### config.mk
export PLATFORM = sky130hd
export DESIGN_NAME = sirq_ctrl
export DESIGN_NICKNAME = d
export VERILOG_FILES = /design/src/rtl/sirq_pkg.sv /design/src/rtl/sirq_chan.sv /design/src/rtl/sirq_vec.sv /design/src/rtl/sirq_ctrl.sv
export SDC_FILE = /design/constraint.sdc
export NUM_CORES = 1
export LEC_CHECK = 0
export ABC_AREA = 1
export BUFFER_PORTS_ARGS = -buffer_cell sky130_fd_sc_hd__buf_2
export CORE_AREA = 2 2 45 64
export CTS_CLUSTER_DIAMETER = 60
export DETAILED_ROUTE_END_ITERATION = 12
export DIE_AREA = 0 0 47 66
export PLACE_DENSITY = 0.88
export REMOVE_ABC_BUFFERS = 1
export SLEW_MARGIN = 15
export SYNTH_ARGS = -nofsm -noshare
export SYNTH_HDL_FRONTEND = slang
export SYNTH_SLANG_ARGS = --single-unit
### constraint.sdc
create_clock -name clk -period 5.7 [get_ports clk]
set_input_delay 1.14 -clock clk [delete_from_list [all_inputs] [get_ports clk]]
set_output_delay 1.14 -clock clk [all_outputs]
set_load 0.01 [all_outputs]
### src/rtl/sirq_pkg.sv
package sirq_pkg;

    localparam int NCH      = 2;
    localparam int VEC_W    = 8;
    localparam int CODE_W   = 3;
    localparam int MODE_W   = 2;

    localparam logic [CODE_W-1:0] CMD_CLR_TX  = 3'd5;
    localparam logic [CODE_W-1:0] CMD_RST_IUS = 3'd7;

    typedef enum logic [1:0] {
        SV_IDLE = 2'd0,
        SV_RX   = 2'd1,
        SV_TX   = 2'd2,
        SV_BOTH = 2'd3
    } svc_t;

    typedef enum logic [1:0] {
        VK_NONE = 2'd0,
        VK_RX   = 2'd1,
        VK_TX   = 2'd2
    } vkind_t;

    function automatic logic [VEC_W-1:0] vec_code(input logic chan_b,
                                                  input vkind_t kind,
                                                  input logic hi);
        logic [VEC_W-1:0] v;
        unique case (kind)
            VK_RX:   v = chan_b ? (hi ? 8'h20 : 8'h04) : (hi ? 8'h30 : 8'h0C);
            VK_TX:   v = chan_b ? 8'h00 : (hi ? 8'h10 : 8'h08);
            default: v = hi ? 8'h60 : 8'h06;
        endcase
        return v;
    endfunction

endpackage

### src/rtl/sirq_chan.sv
module sirq_chan
    import sirq_pkg::*;
(
    input  logic              clk,
    input  logic              rst_n,
    input  logic              rx_byte,
    input  logic              tx_done,
    input  logic              data_wr,
    input  logic              data_rd,
    input  logic              brk_in,
    input  logic              chan_rst,
    input  logic              cmd_wr,
    input  logic [CODE_W-1:0] cmd_code,
    input  logic              tx_ie,
    input  logic [MODE_W-1:0] rx_mode,
    input  logic              brk_ie,
    output logic              req_int,
    output logic              pend_rx,
    output logic              pend_tx,
    output logic              vec_req,
    output vkind_t            vec_kind
);

    svc_t st_q, st_d;
    logic rxp_q, txp_q, brk_q, rbit_q, tbit_q;
    logic rxp_d, txp_d, brk_d, rbit_d, tbit_d;
    logic rxi, txi, rxi_d, txi_d;

    // decode in-service record
    always_comb begin
        unique case (st_q)
            SV_IDLE: begin rxi = 1'b0; txi = 1'b0; end
            SV_RX:   begin rxi = 1'b1; txi = 1'b0; end
            SV_TX:   begin rxi = 1'b0; txi = 1'b1; end
            SV_BOTH: begin rxi = 1'b1; txi = 1'b1; end
            default: begin rxi = 1'b0; txi = 1'b0; end
        endcase
    end

    // event handling, one event per cycle in priority order
    always_comb begin
        rxp_d    = rxp_q;
        txp_d    = txp_q;
        rbit_d   = rbit_q;
        tbit_d   = tbit_q;
        rxi_d    = rxi;
        txi_d    = txi;
        vec_req  = 1'b0;
        vec_kind = VK_NONE;
        brk_d    = brk_q | brk_in;
        if (chan_rst) begin
            rxp_d  = 1'b0;
            txp_d  = 1'b0;
            rbit_d = 1'b0;
            tbit_d = 1'b0;
            rxi_d  = 1'b0;
            txi_d  = 1'b0;
            brk_d  = 1'b0;
        end else if (data_rd) begin
            rxp_d   = 1'b0;
            rxi_d   = 1'b0;
            rbit_d  = 1'b0;
            vec_req = 1'b1;
            if (txp_q) begin
                txi_d    = 1'b1;
                tbit_d   = tbit_q | tx_ie;
                vec_kind = VK_TX;
            end
        end else if (data_wr) begin
            txp_d = 1'b0;
        end else if (cmd_wr && cmd_code == CMD_CLR_TX) begin
            txp_d   = 1'b0;
            txi_d   = 1'b0;
            tbit_d  = 1'b0;
            vec_req = 1'b1;
            if (rxp_q) begin
                rxi_d    = 1'b1;
                rbit_d   = 1'b1;
                vec_kind = VK_RX;
            end
        end else if (cmd_wr && cmd_code == CMD_RST_IUS) begin
            if (rxi) begin
                rxi_d = 1'b0;
                if (txp_q) begin
                    txi_d    = 1'b1;
                    tbit_d   = tbit_q | tx_ie;
                    vec_req  = 1'b1;
                    vec_kind = VK_TX;
                end
            end else begin
                txi_d = 1'b0;
            end
        end else if (rx_byte) begin
            rxp_d    = 1'b1;
            rxi_d    = 1'b1;
            rbit_d   = 1'b1;
            vec_req  = 1'b1;
            vec_kind = VK_RX;
        end else if (tx_done) begin
            txp_d = 1'b1;
            if (!rxi) begin
                txi_d    = 1'b1;
                tbit_d   = tbit_q | tx_ie;
                vec_req  = 1'b1;
                vec_kind = VK_TX;
            end
        end
    end

    // encode next in-service record
    always_comb begin
        unique case ({rxi_d, txi_d})
            2'b00:   st_d = SV_IDLE;
            2'b10:   st_d = SV_RX;
            2'b01:   st_d = SV_TX;
            default: st_d = SV_BOTH;
        endcase
    end

    // state register
    always_ff @(posedge clk) begin
        if (!rst_n) begin
            st_q   <= SV_IDLE;
            rxp_q  <= 1'b0;
            txp_q  <= 1'b0;
            brk_q  <= 1'b0;
            rbit_q <= 1'b0;
            tbit_q <= 1'b0;
        end else begin
            st_q   <= st_d;
            rxp_q  <= rxp_d;
            txp_q  <= txp_d;
            brk_q  <= brk_d;
            rbit_q <= rbit_d;
            tbit_q <= tbit_d;
        end
    end

    // outputs
    always_comb begin
        req_int = (tx_ie & txp_q)
                | (((rx_mode == 2'b01) || (rx_mode == 2'b10)) & rxp_q)
                | (brk_ie & brk_q);
        pend_rx = rbit_q;
        pend_tx = tbit_q;
    end

    logic only_ev;
    assign only_ev = !chan_rst && !data_rd && !data_wr && !cmd_wr;

    a_r2_rx_sets: assert property (@(posedge clk) disable iff (!rst_n)
        (rx_byte && only_ev) |=> (rxp_q && pend_rx && rxi));

    a_r3_tx_held: assert property (@(posedge clk) disable iff (!rst_n)
        (tx_done && !rx_byte && only_ev && rxi && !txi) |=> (txp_q && !txi));

    a_r5_clr_tx: assert property (@(posedge clk) disable iff (!rst_n)
        (cmd_wr && cmd_code == CMD_CLR_TX && !chan_rst && !data_rd && !data_wr)
        |=> (!txp_q && !pend_tx && !txi));

    a_r7_rd_clears: assert property (@(posedge clk) disable iff (!rst_n)
        (data_rd && !chan_rst) |=> (!rxp_q && !pend_rx && !rxi));

    a_r9_brk_sticky: assert property (@(posedge clk) disable iff (!rst_n)
        (brk_q && !chan_rst) |=> brk_q);

endmodule

### src/rtl/sirq_vec.sv
module sirq_vec
    import sirq_pkg::*;
(
    input  logic              clk,
    input  logic              rst_n,
    input  logic [NCH-1:0]    req,
    input  vkind_t            kind_a,
    input  vkind_t            kind_b,
    input  logic              stat_hi,
    output logic [VEC_W-1:0]  vec
);

    logic [VEC_W-1:0] vec_q, vec_d;

    always_comb begin
        vec_d = vec_q;
        if (req[0])
            vec_d = vec_code(1'b0, kind_a, stat_hi);
        else if (req[1])
            vec_d = vec_code(1'b1, kind_b, stat_hi);
    end

    always_ff @(posedge clk) begin
        if (!rst_n) vec_q <= 8'h06;
        else        vec_q <= vec_d;
    end

    assign vec = vec_q;

    a_r4_vec_hold: assert property (@(posedge clk) disable iff (!rst_n)
        (req == '0) |=> $stable(vec_q));

    a_r12_a_wins: assert property (@(posedge clk) disable iff (!rst_n)
        (req[0] && kind_a == VK_RX && !stat_hi) |=> (vec_q == 8'h0C));

endmodule

### src/rtl/sirq_ctrl.sv
module sirq_ctrl
    import sirq_pkg::*;
(
    input  logic        clk,
    input  logic        rst_n,
    input  logic [1:0]  rx_byte,
    input  logic [1:0]  tx_done,
    input  logic [1:0]  data_wr,
    input  logic [1:0]  data_rd,
    input  logic [1:0]  brk_in,
    input  logic [1:0]  chan_rst,
    input  logic [1:0]  cmd_wr,
    input  logic [7:0]  cmd_byte,
    input  logic [1:0]  tx_ie,
    input  logic [3:0]  rx_mode,
    input  logic [1:0]  brk_ie,
    input  logic        stat_hi,
    output logic        irq,
    output logic [7:0]  pend_reg,
    output logic [7:0]  vector
);

    logic [NCH-1:0] req_int, p_rx, p_tx, v_req;
    vkind_t         v_kind [NCH];
    logic           unused_cmd_bits;

    assign unused_cmd_bits = ^{cmd_byte[7:6], cmd_byte[2:0]};

    for (genvar g = 0; g < NCH; g++) begin : g_ch
        sirq_chan u_chan (
            .clk      (clk),
            .rst_n    (rst_n),
            .rx_byte  (rx_byte[g]),
            .tx_done  (tx_done[g]),
            .data_wr  (data_wr[g]),
            .data_rd  (data_rd[g]),
            .brk_in   (brk_in[g]),
            .chan_rst (chan_rst[g]),
            .cmd_wr   (cmd_wr[g]),
            .cmd_code (cmd_byte[5:3]),
            .tx_ie    (tx_ie[g]),
            .rx_mode  (rx_mode[MODE_W*g +: MODE_W]),
            .brk_ie   (brk_ie[g]),
            .req_int  (req_int[g]),
            .pend_rx  (p_rx[g]),
            .pend_tx  (p_tx[g]),
            .vec_req  (v_req[g]),
            .vec_kind (v_kind[g])
        );
    end

    sirq_vec u_vec (
        .clk     (clk),
        .rst_n   (rst_n),
        .req     (v_req),
        .kind_a  (v_kind[0]),
        .kind_b  (v_kind[1]),
        .stat_hi (stat_hi),
        .vec     (vector)
    );

    assign irq      = |req_int;
    assign pend_reg = {2'b00, p_rx[0], p_tx[0], 1'b0, p_rx[1], p_tx[1], 1'b0};

    a_r10_reset_quiet: assert property (@(posedge clk)
        (!rst_n) |=> (!irq && pend_reg == 8'h00 && vector == 8'h06));

endmodule

==> flow_summary.html, run 1 <==
<table>
<tr><th>Metric</th><th>Value</th></tr>
<tr><th colspan="2">Status</th></tr>
<tr><td>Status</td><td>finished, final reports clean</td></tr>
<tr><th colspan="2">Detailed routing</th></tr>
<tr><td>Residual antenna-violating net count after detailed routing</td><td>0</td></tr>
<tr><td>DR vias/cell</td><td>5.007</td></tr>
<tr><td>Remaining design rule violation count</td><td>0</td></tr>
<tr><td>Wirelength, routed</td><td>2767 µm</td></tr>
<tr><td>Pre-Repair DR Iteration Count</td><td>4</td></tr>
<tr><td>Total number of vias</td><td>1,362</td></tr>
<tr><td>DR iter-0 viols</td><td>27</td></tr>
<tr><td>Routed length per instance</td><td>10.17 µm</td></tr>
<tr><th colspan="2">Critical path</th></tr>
<tr><td>Source of the worst register-to-register timing path</td><td>g_ch[1].u_chan.st_q[0]$_SDFF_PN0_</td></tr>
<tr><td>Kind of critical path</td><td>input pin to output pin</td></tr>
<tr><td>Termination of the worst setup path</td><td>irq</td></tr>
<tr><td>Critical path fanouts, max</td><td>2</td></tr>
<tr><td>Data required time of the worst path</td><td>4.56 ns</td></tr>
<tr><td>Beginning of the critical path</td><td>rx_mode[2]</td></tr>
<tr><td>Critical path's slowest cell</td><td>sky130_fd_sc_hd__o21ai_0</td></tr>
<tr><td>Crit path capture type</td><td>output pin</td></tr>
<tr><td>R2R cell count</td><td>13</td></tr>
<tr><td>Most Frequent Cell on Critical Path</td><td>sky130_fd_sc_hd__buf_2</td></tr>
<tr><td>Terminus of the critical flop-to-flop path</td><td>u_vec.vec[5]$_SDFFE_PN0P_</td></tr>
<tr><td>Family of cells with the greatest summed delay on the critical path</td><td>compound AO/OA/AOI/OAI gates</td></tr>
<tr><td>Number of cells on the critical path</td><td>6</td></tr>
<tr><td>CP cell instances</td><td>buf_2, o21ai_0, nand2_1, a21oi_1, o2111ai_1, buf_2</td></tr>
<tr><td>Worst reg-to-reg setup slack</td><td>3.82 ns</td></tr>
<tr><td>Endpoint arrival time on the critical path</td><td>1.89 ns</td></tr>
<tr><td>Sum of buffers and inverters on the critical path</td><td>2</td></tr>
<tr><td>Startpoint type of the worst setup path</td><td>input pin</td></tr>
<tr><td>Delay of the slowest cell on the worst path</td><td>0.19 ns</td></tr>
<tr><th colspan="2">Pwr</th></tr>
<tr><td>Switching power as a share of total power</td><td>31.06%</td></tr>
<tr><td>Internal power</td><td>0.1815 mW</td></tr>
<tr><td>Maximum ir drop on the vdd rail</td><td>0.1225 mV</td></tr>
<tr><td>Part of the power in registers</td><td>50.7%</td></tr>
<tr><td>Portion of total power attributed to the clock network</td><td>23.3%</td></tr>
<tr><td>Power density cells</td><td>180.3 mW/mm²</td></tr>
<tr><td>Total leakage power</td><td>0.7753 nW</td></tr>
<tr><td>Fraction of power consumed by combinational cells</td><td>26.0%</td></tr>
<tr><td>P_sw</td><td>0.08175 mW</td></tr>
<tr><th colspan="2">CTS</th></tr>
<tr><td>Hold-fix buffers, CTS</td><td>0</td></tr>
<tr><td>CTS root buffer</td><td>sky130_fd_sc_hd__clkbuf_4</td></tr>
<tr><td>Number of H-tree levels</td><td>1</td></tr>
<tr><td>Clock-pin transition on the worst setup and hold timing paths</td><td>0.09 ns</td></tr>
<tr><td>Worst-skew pair later-pin latency</td><td>0.28 ns</td></tr>
<tr><td>TritonCTS Sinks</td><td>18</td></tr>
<tr><td>Clock tree from TritonCTS</td><td>built</td></tr>
<tr><td>Setup fix buffers added after clock tree synthesis</td><td>0</td></tr>
<tr><td>Maximum clock insertion buffer count</td><td>2</td></tr>
<tr><td>Resized Gates After CTS</td><td>0</td></tr>
<tr><td>Num CTS Buffers</td><td>3</td></tr>
<tr><th colspan="2">Yosys</th></tr>
<tr><td>Post-synthesis area per instance</td><td>6.318 µm²</td></tr>
<tr><td>Main flop type after synthesis</td><td>sky130_fd_sc_hd__dfxtp_1</td></tr>
<tr><td>EDFF count, synth</td><td>0</td></tr>
<tr><td>Post-synthesis sequential area ratio</td><td>28.37%</td></tr>
<tr><td>Netlist area before placement</td><td>0.001270 mm²</td></tr>
<tr><td>Async set or reset register ratio after synthesis</td><td>0%</td></tr>
<tr><td>Synth warnings</td><td>0</td></tr>
<tr><td>Total of flip-flops plus latches after synthesis</td><td>18</td></tr>
<tr><td>Synth cell types</td><td>28</td></tr>
<tr><td>Number of standard cells after synthesis</td><td>201</td></tr>
<tr><th colspan="2">STA</th></tr>
<tr><td>Final period util</td><td>53.13%</td></tr>
<tr><td>Worst setup skew after layout</td><td>0.005643 ns</td></tr>
<tr><td>Setup_tns</td><td>0 ns</td></tr>
<tr><td>Highest Clock Rate</td><td>0.3302 GHz</td></tr>
<tr><td>RSZ-0062 raised after global routing</td><td>no</td></tr>
<tr><td>Tmin final</td><td>3.028 ns</td></tr>
<tr><td>Number of max-slew violations in the final report</td><td>0</td></tr>
<tr><td>Number of failing hold endpoints at the final stage</td><td>0</td></tr>
<tr><td>Final number of setup-violating endpoints</td><td>0</td></tr>
<tr><td>Worst slack on hold paths</td><td>0.4492 ns</td></tr>
<tr><th colspan="2">Global route</th></tr>
<tr><td>Pin count of the biggest net entering global routing</td><td>12</td></tr>
<tr><td>First-pass GRT wire length</td><td>4692 µm</td></tr>
<tr><td>Vias in the first global route</td><td>1,229</td></tr>
<tr><td>Number of antenna violations at the first check in global routing</td><td>0</td></tr>
<tr><td>GRT Residual Overflow</td><td>0</td></tr>
<tr><td>GRT Util Overall</td><td>20.18%</td></tr>
<tr><th colspan="2">Floorplanning</th></tr>
<tr><td># rows</td><td>22</td></tr>
<tr><td>Die extent in x</td><td>47 µm</td></tr>
<tr><td>Die H</td><td>66 µm</td></tr>
<tr><td>Die area</td><td>0.003102 mm²</td></tr>
<tr><td>Initial cell density of the core</td><td>50.15%</td></tr>
<tr><td>Ports placed on the boundary</td><td>50</td></tr>
<tr><td>Std-Cell Core Area</td><td>0.002532 mm²</td></tr>
<tr><th colspan="2">Place</th></tr>
<tr><td>Detail Placement HPWL</td><td>2274 µm</td></tr>
<tr><td># port buffers</td><td>38</td></tr>
<tr><td>Final estimated routing congestion in global placement</td><td>0.8932</td></tr>
<tr><th colspan="2">Flow run</th></tr>
<tr><td>Max Cap Violations</td><td>0</td></tr>
<tr><th colspan="2">Layout</th></tr>
<tr><td>Ant diodes</td><td>0</td></tr>
<tr><td>Layout overhead on the synthesized area</td><td>14.98%</td></tr>
<tr><td>Final net count</td><td>274</td></tr>
<tr><td>FILL cells</td><td>264</td></tr>
<tr><td>Share of post-route cells with drive strength above 1</td><td>21.19%</td></tr>
<tr><th colspan="2">Worst hold path</th></tr>
<tr><td>Worst hold path cell count</td><td>2</td></tr>
<tr><td>Worst Hold Class</td><td>flip-flop to flip-flop</td></tr>
</table>
## kinds of logic after synthesis
group                    synth area share, %
AO/OA/AOI/OAI                          15.76
XOR/XNOR                              0.6898
other                                 0.2953
adder cells (fa/ha/maj)                2.956
AND/OR/NAND/NOR                        35.37
buffers and inverters                  16.55
flip-flops                             28.37
## placed cells by master, fill, tap and decap left out, types with 2 or more instances in the layout
master,synthesis,final
sky130_fd_sc_hd__nor2_1,21,21
sky130_fd_sc_hd__a21oi_1,18,18
sky130_fd_sc_hd__o211ai_1,2,2
sky130_fd_sc_hd__nor4_1,2,2
sky130_fd_sc_hd__nand3_2,2,2
sky130_fd_sc_hd__nor3_1,2,2
sky130_fd_sc_hd__inv_1,33,33
sky130_fd_sc_hd__ha_1,3,3
sky130_fd_sc_hd__dfxtp_1,18,18
sky130_fd_sc_hd__clkbuf_4,0,3
sky130_fd_sc_hd__o21ai_0,8,8
sky130_fd_sc_hd__nand4_1,4,4
sky130_fd_sc_hd__buf_2,0,38
sky130_fd_sc_hd__nand3_1,17,17
sky130_fd_sc_hd__conb_1,1,6
sky130_fd_sc_hd__nand2_2,5,5
sky130_fd_sc_hd__nand2_1,43,43
## per-layer routing
metal	wire length (µm)	track usage, %	up-vias
met1	1170	23.00	591
met2	1365	33.22	52
met5	0	0	-
met4	93	13.54	0
met3	138	2.459	10
li1	-	-	709
## worst register-to-register path: cells and delay by family, from the launching register on
family	cells	cell delay, ns
buf+inv	2	0.13
compound gates	4	0.58
simple gates	6	0.46
flops	1	0.35
fa+ha+maj	1	0.31
## through the flow
step / power (mW) / cell area, µm² / worst slack, ns / util (%) / cells
finish: 0.2632 / 1460 / 2.672 / 57.66 / 272
global placement: 0.2029 / 1438 / 2.682 / 56.77 / 269
floorplan: 0.1791 / 1202 / 2.964 / - / 195
global route: 0.2828 / 1460 / 2.490 / 57.66 / 272
CTS: 0.2657 / 1460 / 2.675 / 57.66 / 272
detailed placement: 0.2045 / 1438 / 2.675 / 56.77 / 269
## synthesized netlist by cell type, drive strengths merged (2+ instances only)
| master | n | area share, % |
|---|---|---|
| o211ai | 2 | 1.2 |
| nand4 | 4 | 2.0 |
| a21oi | 18 | 7.1 |
| nor3 | 2 | 0.79 |
| nand3 | 19 | 8.3 |
| nor2 | 22 | 7.1 |
| o21ai | 9 | 3.8 |
| nor4 | 2 | 0.99 |
| dfxtp | 18 | 28 |
| ha | 3 | 3.0 |
| buf | 11 | 6.8 |
| nand2 | 48 | 15 |
| inv | 33 | 9.8 |
## power by group through the flow
stage | clock (mW) | combinational, mW | sequential, mW
final | 0.0614 | 0.0685 | 0.133
after global routing | 0.0701 | 0.0787 | 0.134
after CTS | 0.0639 | 0.0685 | 0.133
after detailed placement | 0 | 0.0682 | 0.136
after global placement | 0 | 0.0668 | 0.136
after floorplan | 0 | 0.0412 | 0.138
## area by class of cell
| cell class | count | area (µm²) | share of cell area (%) |
|---|---|---|---|
| Tap cell | 36 | 45.04 | 3.085 |
| Clock buffer | 3 | 22.52 | 1.542 |
| Timing Repair Buffer | 38 | 190.2 | 13.02 |
| Multi-Input combinational cell | 144 | 718.2 | 49.19 |
| Inverter | 33 | 123.9 | 8.483 |
| Sequential cell | 18 | 360.3 | 24.68 |
## worst min-delay path by stage
stage                     slack (ns)                           startpoint                             endpoint
final                           0.45  g_ch[1].u_chan.pend_rx$_SDFFE_PP0P_  g_ch[1].u_chan.pend_rx$_SDFFE_PP0P_
after global routing            0.47  g_ch[1].u_chan.pend_rx$_SDFFE_PP0P_  g_ch[1].u_chan.pend_rx$_SDFFE_PP0P_
after CTS                       0.45  g_ch[1].u_chan.pend_rx$_SDFFE_PP0P_  g_ch[1].u_chan.pend_rx$_SDFFE_PP0P_
after detailed placement        0.44  g_ch[1].u_chan.pend_rx$_SDFFE_PP0P_  g_ch[1].u_chan.pend_rx$_SDFFE_PP0P_
after global placement          0.44  g_ch[1].u_chan.pend_rx$_SDFFE_PP0P_  g_ch[1].u_chan.pend_rx$_SDFFE_PP0P_
after floorplan                 0.45      g_ch[0].u_chan.brk_q$_SDFF_PP0_      g_ch[0].u_chan.brk_q$_SDFF_PP0_
## flip-flops by register name, summed over array words and instances, names as in the netlist
register / count
g_ch.u_chan.pend_rx: 2
g_ch.u_chan.pend_tx: 2
g_ch.u_chan.txp_q: 2
g_ch.u_chan.brk_q: 2
g_ch.u_chan.st_q: 2
u_vec.vec: 6
g_ch.u_chan.rxp_q: 2
Power figures use the tool's default switching activity.
==> inputs of run 2 (changes only) <==
--- a/config.mk
+++ b/config.mk
@@ -5,13 +5,13 @@
 export SDC_FILE = /design/constraint.sdc
 export NUM_CORES = 1
 export LEC_CHECK = 0
-export ABC_AREA = 1
+export ABC_AREA = 0
 export BUFFER_PORTS_ARGS = -buffer_cell sky130_fd_sc_hd__buf_2
-export CORE_AREA = 2 2 45 64
+export CORE_AREA = 2 2 49 70
 export CTS_CLUSTER_DIAMETER = 60
 export DETAILED_ROUTE_END_ITERATION = 12
-export DIE_AREA = 0 0 47 66
-export PLACE_DENSITY = 0.88
+export DIE_AREA = 0 0 51 72
+export PLACE_DENSITY = 0.79
 export REMOVE_ABC_BUFFERS = 1
 export SLEW_MARGIN = 15
 export SYNTH_ARGS = -nofsm -noshare
==> constraint.sdc (replaced) <==
create_clock -name clk -period 2.51 [get_ports clk]
set_input_delay 0.502 -clock clk [delete_from_list [all_inputs] [get_ports clk]]
set_output_delay 0.502 -clock clk [all_outputs]
set_load 0.01 [all_outputs]
==> run 2 against run 1 <==
Synthesized area barely moved. Worst hold slack improved by 0.0070 ns. First-iteration DRC count fell by 30%. Clock-buffer cell count rose by 1. Die area rose by 18%. Non-clock buffer count rose by 1. Flip-flop and latch count did not move. Synthesized cell count fell by 19%. Global-route usage fell by 4.2 points. Routed wire length rose by 5.5%. Total power rose to 2.6 times the previous value.
==> flow_summary.html, run 2 <==
<table>
<tr><th>Metric</th><th>Value</th></tr>
<tr><th colspan="2">CTS</th></tr>
<tr><td>TritonCTS Sinks</td><td>18 (unchanged)</td></tr>
<tr><td>Clock tree from TritonCTS</td><td>built</td></tr>
<tr><td>Clock-pin transition on the worst setup and hold timing paths</td><td>0.07 ns (-0.02 ns)</td></tr>
<tr><td>Resized Gates After CTS</td><td>0 (unchanged)</td></tr>
<tr><td>Setup fix buffers added after clock tree synthesis</td><td>0 (unchanged)</td></tr>
<tr><td>CTS root buffer</td><td>sky130_fd_sc_hd__clkbuf_8</td></tr>
<tr><td>Hold-fix buffers, CTS</td><td>0 (unchanged)</td></tr>
<tr><td>Num CTS Buffers</td><td>3 (unchanged)</td></tr>
<tr><td>Maximum clock insertion buffer count</td><td>2 (unchanged)</td></tr>
<tr><td>Number of H-tree levels</td><td>1 (unchanged)</td></tr>
<tr><td>Worst-skew pair later-pin latency</td><td>0.25 ns (-0.03 ns)</td></tr>
<tr><th colspan="2">STA</th></tr>
<tr><td>Number of max-slew violations in the final report</td><td>0 (unchanged)</td></tr>
<tr><td>Worst setup skew after layout</td><td>0.005085 ns (-0.0005576 ns)</td></tr>
<tr><td>Worst relative slew slack</td><td>65.19%</td></tr>
<tr><td>RSZ-0062 raised after global routing</td><td>no</td></tr>
<tr><td>Highest Clock Rate</td><td>0.4601 GHz</td></tr>
<tr><td>Worst Max-Slew Pin Slew</td><td>0.5186 ns</td></tr>
<tr><td>Tmin final</td><td>2.173 ns</td></tr>
<tr><td>Final number of setup-violating endpoints</td><td>0 (unchanged)</td></tr>
<tr><td>Number of failing hold endpoints at the final stage</td><td>0 (unchanged)</td></tr>
<tr><td>Setup_tns</td><td>0 ns (unchanged)</td></tr>
<tr><td>Final period util</td><td>86.59%</td></tr>
<tr><th colspan="2">Worst hold path</th></tr>
<tr><td>Worst Hold Class</td><td>input pin to flip-flop</td></tr>
<tr><th colspan="2">Layout</th></tr>
<tr><td>Non-Filler Instances</td><td>234 (-14%)</td></tr>
<tr><td>Final net count</td><td>232 (-15%)</td></tr>
<tr><td>Ant diodes</td><td>0 (unchanged)</td></tr>
<tr><td>Commonest cells after routing, fill and taps aside</td><td>sky130_fd_sc_hd__buf_2 (38), sky130_fd_sc_hd__nor2_1 (23), sky130_fd_sc_hd__dfxtp_1 (18), sky130_fd_sc_hd__a21oi_1 (10), sky130_fd_sc_hd__nand3_1 (10)</td></tr>
<tr><td>Flip-flop count of the largest register, all copies and words added</td><td>6 (unchanged)</td></tr>
<tr><td>Commonest non-fill, non-tap cell in the layout</td><td>sky130_fd_sc_hd__buf_2</td></tr>
<tr><td>Share of post-route cells with drive strength above 1</td><td>25.64% (+4.5 points)</td></tr>
<tr><td>Layout overhead on the synthesized area</td><td>16.83%</td></tr>
<tr><th colspan="2">Critical path</th></tr>
<tr><td>Startpoint type of the worst setup path</td><td>input pin</td></tr>
<tr><td>Endpoint arrival time on the critical path</td><td>2.31 ns (+0.42 ns)</td></tr>
<tr><td>Kind of critical path</td><td>input pin to flip-flop</td></tr>
<tr><td>Crit path capture type</td><td>flip-flop</td></tr>
<tr><td>Critical path fanouts, max</td><td>7 (+5)</td></tr>
<tr><td>Data required time of the worst path</td><td>2.65 ns (-1.91 ns)</td></tr>
<tr><th colspan="2">Floorplanning</th></tr>
<tr><td>Std-Cell Core Area</td><td>0.003033 mm² (+20%)</td></tr>
<tr><td>Die area</td><td>0.003672 mm² (+18%)</td></tr>
<tr><td>Die extent in x</td><td>51 µm (+8.5%)</td></tr>
<tr><td>Die H</td><td>72 µm (+9.1%)</td></tr>
<tr><td>Initial cell density of the core</td><td>41.91% (-8.2 points)</td></tr>
<tr><td>Ports placed on the boundary</td><td>50 (unchanged)</td></tr>
<tr><td># rows</td><td>24 (+9.1%)</td></tr>
<tr><th colspan="2">Detailed routing</th></tr>
<tr><td>Remaining design rule violation count</td><td>0 (unchanged)</td></tr>
<tr><td>Residual antenna-violating net count after detailed routing</td><td>0 (unchanged)</td></tr>
<tr><td>Wirelength, routed</td><td>2919 µm (+5.5%)</td></tr>
<tr><td>DR iter-0 viols</td><td>19 (-30%)</td></tr>
<tr><td>Routed length per instance</td><td>12.47 µm (+23%)</td></tr>
<tr><td>Total number of vias</td><td>1,280 (-6.0%)</td></tr>
<tr><td>DR vias/cell</td><td>5.470 (+9.2%)</td></tr>
<tr><td>Pre-Repair DR Iteration Count</td><td>6 (+2)</td></tr>
<tr><th colspan="2">Yosys</th></tr>
<tr><td>Post-synth top area cell</td><td>sky130_fd_sc_hd__dfxtp_1</td></tr>
<tr><td>Synth warnings</td><td>0 (unchanged)</td></tr>
<tr><td>Total of flip-flops plus latches after synthesis</td><td>18 (unchanged)</td></tr>
<tr><td>Synth cell types</td><td>44 (+57%)</td></tr>
<tr><td>Cell types with the highest counts after synthesis</td><td>sky130_fd_sc_hd__nor2_1 (23), sky130_fd_sc_hd__dfxtp_1 (18), sky130_fd_sc_hd__a21oi_1 (10), sky130_fd_sc_hd__buf_4 (10), sky130_fd_sc_hd__nand3_1 (10)</td></tr>
<tr><td>Netlist area before placement</td><td>0.001271 mm² (about the same)</td></tr>
<tr><td>Number of standard cells after synthesis</td><td>163 (-19%)</td></tr>
<tr><td>EDFF count, synth</td><td>0 (unchanged)</td></tr>
<tr><td>Synth top area share</td><td>28.35% (about the same)</td></tr>
<tr><td>Main flop type after synthesis</td><td>sky130_fd_sc_hd__dfxtp_1</td></tr>
<tr><td>Async set or reset register ratio after synthesis</td><td>0% (unchanged)</td></tr>
<tr><td>Post-synthesis area per instance</td><td>7.799 µm² (+23%)</td></tr>
<tr><td>Top-count cell post-synth</td><td>sky130_fd_sc_hd__nor2_1</td></tr>
<tr><td>Top area cells in the synthesized netlist</td><td>sky130_fd_sc_hd__dfxtp_1 (28%), sky130_fd_sc_hd__nor2_1 (6.8%), sky130_fd_sc_hd__buf_4 (5.9%)</td></tr>
<tr><td>Post-synthesis sequential area ratio</td><td>28.35% (about the same)</td></tr>
<tr><th colspan="2">Pwr</th></tr>
<tr><td>Power density cells</td><td>461.2 mW/mm² (+160%)</td></tr>
<tr><td>Total Power</td><td>0.6850 mW (+160%)</td></tr>
<tr><td>Total leakage power</td><td>0.6410 nW (-17%)</td></tr>
<tr><td>Maximum ir drop on the vdd rail</td><td>0.3278 mV (+170%)</td></tr>
<tr><th colspan="2">Global route</th></tr>
<tr><td>Pin count of the biggest net entering global routing</td><td>12 (unchanged)</td></tr>
<tr><td>GRT Util Overall</td><td>15.95% (-4.2 points)</td></tr>
<tr><td>Vias in the first global route</td><td>1,121 (-8.8%)</td></tr>
<tr><td>GRT Residual Overflow</td><td>0 (unchanged)</td></tr>
<tr><td>First-pass GRT wire length</td><td>4650 µm (-0.90%)</td></tr>
<tr><td>Number of antenna violations at the first check in global routing</td><td>0 (unchanged)</td></tr>
<tr><th colspan="2">Flow run</th></tr>
<tr><td>Max Cap Violations</td><td>0 (unchanged)</td></tr>
<tr><th colspan="2">Status</th></tr>
<tr><td>Status</td><td>finished, final reports clean</td></tr>
<tr><th colspan="2">Place</th></tr>
<tr><td>Final estimated routing congestion in global placement</td><td>0.9484 (+6.2%)</td></tr>
<tr><td># port buffers</td><td>38 (unchanged)</td></tr>
<tr><td>Total instance count after detailed placement</td><td>230 (-14%)</td></tr>
<tr><td>Detail Placement HPWL</td><td>2288 µm (+0.60%)</td></tr>
</table>
run 2: path summary, 6_finish.rpt:
check                                     from                              end  slack [ns]  cells past startpoint
max reg2reg  g_ch[1].u_chan.st_q[0]$_SDFF_PN0_        u_vec.vec[2]$_SDFFE_PN1P_        0.42                      7
min                                  brk_in[0]  g_ch[0].u_chan.brk_q$_SDFF_PP0_        0.46                      3
max                                cmd_byte[4]        u_vec.vec[2]$_SDFFE_PN1P_        0.34                      8
min reg2reg          u_vec.vec[6]$_SDFFE_PN0P_        u_vec.vec[6]$_SDFFE_PN0P_        0.47                      2
run 2: per-layer routing:
layer | vias up | GRT usage (%) | wire length (µm)
met2 | 31 | 28.57 | 1456
met5 | - | 0 | 0
li1 | 645 | - | -
met3 | 2 | 2.058 | 146
met1 | 602 | 19.23 | 1290
met4 | 0 | 5.405 | 25
run 2: cells by family (layout without fill, tap and decap cells):
| family | Yosys count | count (layout) | synth area share [%] |
|---|---|---|---|
| muxes | 3 | 3 | 2.362 |
| and+or+nand+nor | 75 | 75 | 31.40 |
| buffers and inverters | 21 | 48 | 9.842 |
| xor gates and xnor gates | 2 | 2 | 1.378 |
| DFF | 18 | 18 | 28.35 |
| AOI/OAI and AO/OA | 40 | 40 | 23.42 |
| adders and majority gates | 3 | 3 | 2.953 |
| other | 1 | 6 | 0.2950 |
run 2: critical path: stages:
cell                       delay, ns
sky130_fd_sc_hd__buf_2          0.15
sky130_fd_sc_hd__nand4_1        0.18
sky130_fd_sc_hd__mux2i_1        0.18
sky130_fd_sc_hd__o41ai_1        0.38
sky130_fd_sc_hd__nand2b_1       0.10
sky130_fd_sc_hd__ha_1           0.35
sky130_fd_sc_hd__o41ai_4        0.36
sky130_fd_sc_hd__o31ai_1        0.11
run 2: cell type report:
type                    instances  area [µm²]
clock buffers                   4       55.05
flip-flops and latches         18       360.3
repair buffers                 39       197.7
inverters                       5       18.77
well taps                      39       48.80
fillers                       324        1548
multi-input cells             129       804.5
run 2: metrics by stage:
step	utilization, %	area (µm²)	hold slack (ns)	setup slack (ns)
floorplan	-	1184	0.4344	0.3429
global placement	47.15	1430	0.4460	0.09690
detailed placement	47.15	1430	0.4525	0.07367
CTS	48.97	1485	0.4553	0.3509
global route	48.97	1485	0.4873	0.2154
finish	48.97	1485	0.4562	0.3366
run 2: power by group:
group          switching (mW)  total, mW  leakage, nW  internal, mW
sequential            0.00584      0.301        0.147         0.296
clock                   0.101      0.241       0.0288         0.139
combinational          0.0824      0.143        0.466        0.0604
==> inputs of run 3 (changes only) <==
--- a/config.mk
+++ b/config.mk
@@ -7,10 +7,10 @@
 export LEC_CHECK = 0
 export ABC_AREA = 0
 export BUFFER_PORTS_ARGS = -buffer_cell sky130_fd_sc_hd__buf_2
-export CORE_AREA = 2 2 49 70
+export CORE_AREA = 2 2 68 51
 export CTS_CLUSTER_DIAMETER = 60
 export DETAILED_ROUTE_END_ITERATION = 12
-export DIE_AREA = 0 0 51 72
+export DIE_AREA = 0 0 70 53
 export PLACE_DENSITY = 0.79
 export REMOVE_ABC_BUFFERS = 1
 export SLEW_MARGIN = 15
==> run 3 against run 2 <==
First-iteration DRC count grew to 4.4 times the previous value. Total power up 0.42%. Worst hold slack got worse by 0.0083 ns. Largest cell class unchanged. Flip-flop and latch count unchanged. Combinational power about the same. Via count rose by 0.86%. Final cell count is the same.
==> flow_summary.html, run 3 (synthesis results as in run 2) <==
<table>
<tr><th>Metric</th><th>Value</th></tr>
<tr><th colspan="2">Detailed routing</th></tr>
<tr><td>Remaining design rule violation count</td><td>0 (unchanged)</td></tr>
<tr><td>Total met3 wirelength after detailed routing</td><td>165 µm (+13%)</td></tr>
<tr><td>DR iter-0 viols</td><td>83 (+64)</td></tr>
<tr><td>Routed length per instance</td><td>12.88 µm (+3.2%)</td></tr>
<tr><td>DR vias/cell</td><td>5.517 (+0.86%)</td></tr>
<tr><td>Uppermost layer routed</td><td>met4</td></tr>
<tr><td>WL met2</td><td>1267 µm (-13%)</td></tr>
<tr><td>Wirelength, routed</td><td>3013 µm (+3.2%)</td></tr>
<tr><td>Met1 routed wirelength after detailed routing</td><td>1569 µm (+22%)</td></tr>
<tr><td>Total number of vias</td><td>1,291 (+0.86%)</td></tr>
<tr><td>Residual antenna-violating net count after detailed routing</td><td>0 (unchanged)</td></tr>
<tr><td>Pre-Repair DR Iteration Count</td><td>4 (-2)</td></tr>
<tr><th colspan="2">STA</th></tr>
<tr><td>Worst Max-Slew Pin Slew</td><td>0.5636 ns (+0.04503 ns)</td></tr>
<tr><td>Setup_tns</td><td>0 ns (unchanged)</td></tr>
<tr><td>Number of max-slew violations in the final report</td><td>0 (unchanged)</td></tr>
<tr><td>Worst relative slew slack</td><td>62.17% (-3.0 points)</td></tr>
<tr><td>Final number of setup-violating endpoints</td><td>0 (unchanged)</td></tr>
<tr><td>Final period util</td><td>88.57% (+2.0 points)</td></tr>
<tr><td>Tmin final</td><td>2.223 ns (+0.04976 ns)</td></tr>
<tr><td>RSZ-0062 raised after global routing</td><td>no</td></tr>
<tr><td>Setup slack after layout</td><td>0.2868 ns (-0.04976 ns)</td></tr>
<tr><td>Highest Clock Rate</td><td>0.4498 GHz (-2.2%)</td></tr>
<tr><td>Worst setup skew after layout</td><td>0.001145 ns (-0.003940 ns)</td></tr>
<tr><td>Number of failing hold endpoints at the final stage</td><td>0 (unchanged)</td></tr>
<tr><th colspan="2">Floorplanning</th></tr>
<tr><td>Die H</td><td>53 µm (-26%)</td></tr>
<tr><td>Ports placed on the boundary</td><td>50 (unchanged)</td></tr>
<tr><td>Die extent in x</td><td>70 µm (+37%)</td></tr>
<tr><td># rows</td><td>17 (-29%)</td></tr>
<tr><td>Die area</td><td>0.003710 mm² (+1.0%)</td></tr>
<tr><td>Initial cell density of the core</td><td>42.09% (+0.17 points)</td></tr>
<tr><td>Std-Cell Core Area</td><td>0.003020 mm² (-0.41%)</td></tr>
<tr><th colspan="2">CTS</th></tr>
<tr><td>Num CTS Buffers</td><td>3 (unchanged)</td></tr>
<tr><td>Resized Gates After CTS</td><td>0 (unchanged)</td></tr>
<tr><td>Setup fix buffers added after clock tree synthesis</td><td>0 (unchanged)</td></tr>
<tr><td>TritonCTS Sinks</td><td>18 (unchanged)</td></tr>
<tr><td>Clock tree from TritonCTS</td><td>built</td></tr>
<tr><td>Clock-pin transition on the worst setup and hold timing paths</td><td>0.07 ns (about the same)</td></tr>
<tr><td>CTS root buffer</td><td>sky130_fd_sc_hd__clkbuf_8</td></tr>
<tr><td>Worst-skew pair later-pin latency</td><td>0.25 ns (about the same)</td></tr>
<tr><td>Maximum clock insertion buffer count</td><td>2 (unchanged)</td></tr>
<tr><td>Hold-fix buffers, CTS</td><td>0 (unchanged)</td></tr>
<tr><td>Number of H-tree levels</td><td>1 (unchanged)</td></tr>
<tr><th colspan="2">Critical path</th></tr>
<tr><td>Critical path fanouts, max</td><td>7 (unchanged)</td></tr>
<tr><td>Data required time of the worst path</td><td>2.65 ns (about the same)</td></tr>
<tr><td>R2R cell count</td><td>7 (unchanged)</td></tr>
<tr><td>Source of the worst register-to-register timing path</td><td>g_ch[1].u_chan.st_q[0]$_SDFF_PN0_</td></tr>
<tr><td>Delay of the slowest cell on the worst path</td><td>0.38 ns (about the same)</td></tr>
<tr><td>Terminus of the critical flop-to-flop path</td><td>u_vec.vec[2]$_SDFFE_PN1P_</td></tr>
<tr><td>Critical path's slowest cell</td><td>sky130_fd_sc_hd__o41ai_1</td></tr>
<tr><td>Startpoint type of the worst setup path</td><td>input pin</td></tr>
<tr><td>Worst reg-to-reg setup slack</td><td>0.35 ns (-0.07 ns)</td></tr>
<tr><td>Endpoint arrival time on the critical path</td><td>2.36 ns (+0.05 ns)</td></tr>
<tr><td>Crit path capture type</td><td>flip-flop</td></tr>
<tr><td>Kind of critical path</td><td>input pin to flip-flop</td></tr>
<tr><td>CP cell instances</td><td>buf_2, nand4_1, mux2i_1, o41ai_1, nand2b_1, ha_1, o41ai_4, o31ai_1</td></tr>
<tr><td>Sum of buffers and inverters on the critical path</td><td>1 (unchanged)</td></tr>
<tr><td>Family of cells with the greatest summed delay on the critical path</td><td>compound AO/OA/AOI/OAI gates</td></tr>
<tr><th colspan="2">Pwr</th></tr>
<tr><td>Maximum ir drop on the vdd rail</td><td>0.2459 mV (-25%)</td></tr>
<tr><td>Portion of total power attributed to the clock network</td><td>35.3% (+0.2 points)</td></tr>
<tr><td>Total leakage power</td><td>0.6464 nW (+0.84%)</td></tr>
<tr><td>Part of the power in registers</td><td>43.9% (about the same)</td></tr>
<tr><td>Internal power</td><td>0.4960 mW (+0.14%)</td></tr>
<tr><td>Fraction of power consumed by combinational cells</td><td>20.8% (about the same)</td></tr>
<tr><td>Power density cells</td><td>461.2 mW/mm² (about the same)</td></tr>
<tr><td>P_sw</td><td>0.1919 mW (+1.2%)</td></tr>
<tr><td>Total Power</td><td>0.6879 mW (+0.42%)</td></tr>
<tr><td>Switching power as a share of total power</td><td>27.90% (+0.21 points)</td></tr>
<tr><th colspan="2">Layout</th></tr>
<tr><td>Final net count</td><td>233 (+0.43%)</td></tr>
<tr><td>Share of post-route cells with drive strength above 1</td><td>26.02% (+0.38 points)</td></tr>
<tr><td>Area of all placed cells without fillers</td><td>0.001491 mm² (+0.42%)</td></tr>
<tr><td>Commonest cells after routing, fill and taps aside</td><td>sky130_fd_sc_hd__buf_2 (38), sky130_fd_sc_hd__nor2_1 (23), sky130_fd_sc_hd__dfxtp_1 (18), sky130_fd_sc_hd__a21oi_1 (10), sky130_fd_sc_hd__nand3_1 (10)</td></tr>
<tr><td>FILL cells</td><td>318 (-1.9%)</td></tr>
<tr><td>Layout overhead on the synthesized area</td><td>17.32%</td></tr>
<tr><td>Commonest non-fill, non-tap cell in the layout</td><td>sky130_fd_sc_hd__buf_2</td></tr>
<tr><td>Ant diodes</td><td>0 (unchanged)</td></tr>
<tr><td>Flip-flop count of the largest register, all copies and words added</td><td>6 (unchanged)</td></tr>
<tr><th colspan="2">Worst hold path</th></tr>
<tr><td>Hold EP</td><td>g_ch[1].u_chan.brk_q$_SDFF_PP0_</td></tr>
<tr><td>Worst Hold Class</td><td>input pin to flip-flop</td></tr>
<tr><td>Worst hold path startpoint</td><td>brk_in[1]</td></tr>
<tr><td>Worst hold path cell count</td><td>3 (unchanged)</td></tr>
<tr><th colspan="2">Status</th></tr>
<tr><td>Status</td><td>finished, final reports clean</td></tr>
<tr><th colspan="2">Global route</th></tr>
<tr><td>First-pass GRT wire length</td><td>5050 µm (+8.6%)</td></tr>
<tr><td>Number of antenna violations at the first check in global routing</td><td>0 (unchanged)</td></tr>
<tr><td>GRT Util Overall</td><td>17.00% (+1.1 points)</td></tr>
<tr><td>Vias in the first global route</td><td>1,146 (+2.2%)</td></tr>
<tr><td>GRT Residual Overflow</td><td>0 (unchanged)</td></tr>
<tr><td>Pin count of the biggest net entering global routing</td><td>12 (unchanged)</td></tr>
<tr><th colspan="2">Place</th></tr>
<tr><td># port buffers</td><td>38 (unchanged)</td></tr>
<tr><td>Setup Slack @ Placement</td><td>0.04494 ns (-0.02873 ns)</td></tr>
<tr><td>Detail Placement HPWL</td><td>2306 µm (+0.79%)</td></tr>
<tr><td>Post-place instance area</td><td>0.001436 mm² (+0.44%)</td></tr>
<tr><td>Final estimated routing congestion in global placement</td><td>0.8169 (-14%)</td></tr>
<tr><th colspan="2">Flow run</th></tr>
<tr><td>Max Cap Violations</td><td>0 (unchanged)</td></tr>
</table>
==> run 3: cell types whose count changed in the layout (fill, tap and decap cells not counted), sizes merged <==
cell	change
buf	+1
==> run 3: metal layers <==
layer,up-vias,track usage [%]
met5,-,0
li1,652,-
met1,602,23.17
met4,0,1.603
met3,2,4.952
met2,35,27.78
==> run 3: final cells by class <==
cell class / count / area (µm²) / area share [%]
inverters: 5 / 18.77 / 1.258
clock buffers: 4 / 55.05 / 3.691
well taps: 38 / 47.55 / 3.188
flip-flops and latches: 18 / 360.3 / 24.16
repair buffers: 40 / 205.2 / 13.76
multi-input cells: 129 / 804.5 / 53.94
==> run 3: per-stage QoR <==
stage | hold slack, ns | utilization, % | instances
global placement | 0.4456 | 47.56 | 230
floorplan | 0.4344 | - | 152
finish | 0.4480 | 49.38 | 234
detailed placement | 0.4475 | 47.56 | 230
global route | 0.4896 | 49.38 | 234
CTS | 0.4459 | 49.38 | 234
==> run 3: how the worst max path moves through the flow <==
stage	start	to	cells past startpoint
2_1_floorplan	cmd_byte[4]	u_vec.vec[2]$_SDFFE_PN1P_	7
3_3_place_gp	cmd_byte[4]	u_vec.vec[2]$_SDFFE_PN1P_	8
3_5_place_dp	cmd_byte[4]	u_vec.vec[2]$_SDFFE_PN1P_	8
4_1_cts	cmd_byte[4]	u_vec.vec[2]$_SDFFE_PN1P_	8
5_1_grt	cmd_byte[4]	u_vec.vec[2]$_SDFFE_PN1P_	8
6_report	cmd_byte[4]	u_vec.vec[2]$_SDFFE_PN1P_	8
==> run 3: power by group through the flow <==
stage / registers [mW] / clock network, mW / logic, mW
after floorplan: 0.311 / 0 / 0.0783
after global placement: 0.309 / 0 / 0.139
after detailed placement: 0.309 / 0 / 0.141
after CTS: 0.302 / 0.248 / 0.142
after global routing: 0.304 / 0.263 / 0.161
final: 0.302 / 0.243 / 0.143
==> run 3: tightest hold or removal path: stages <==
cell and delay (ns):
sky130_fd_sc_hd__buf_2 0.07, sky130_fd_sc_hd__nor2_1 0.03, sky130_fd_sc_hd__nor2_1 0.06
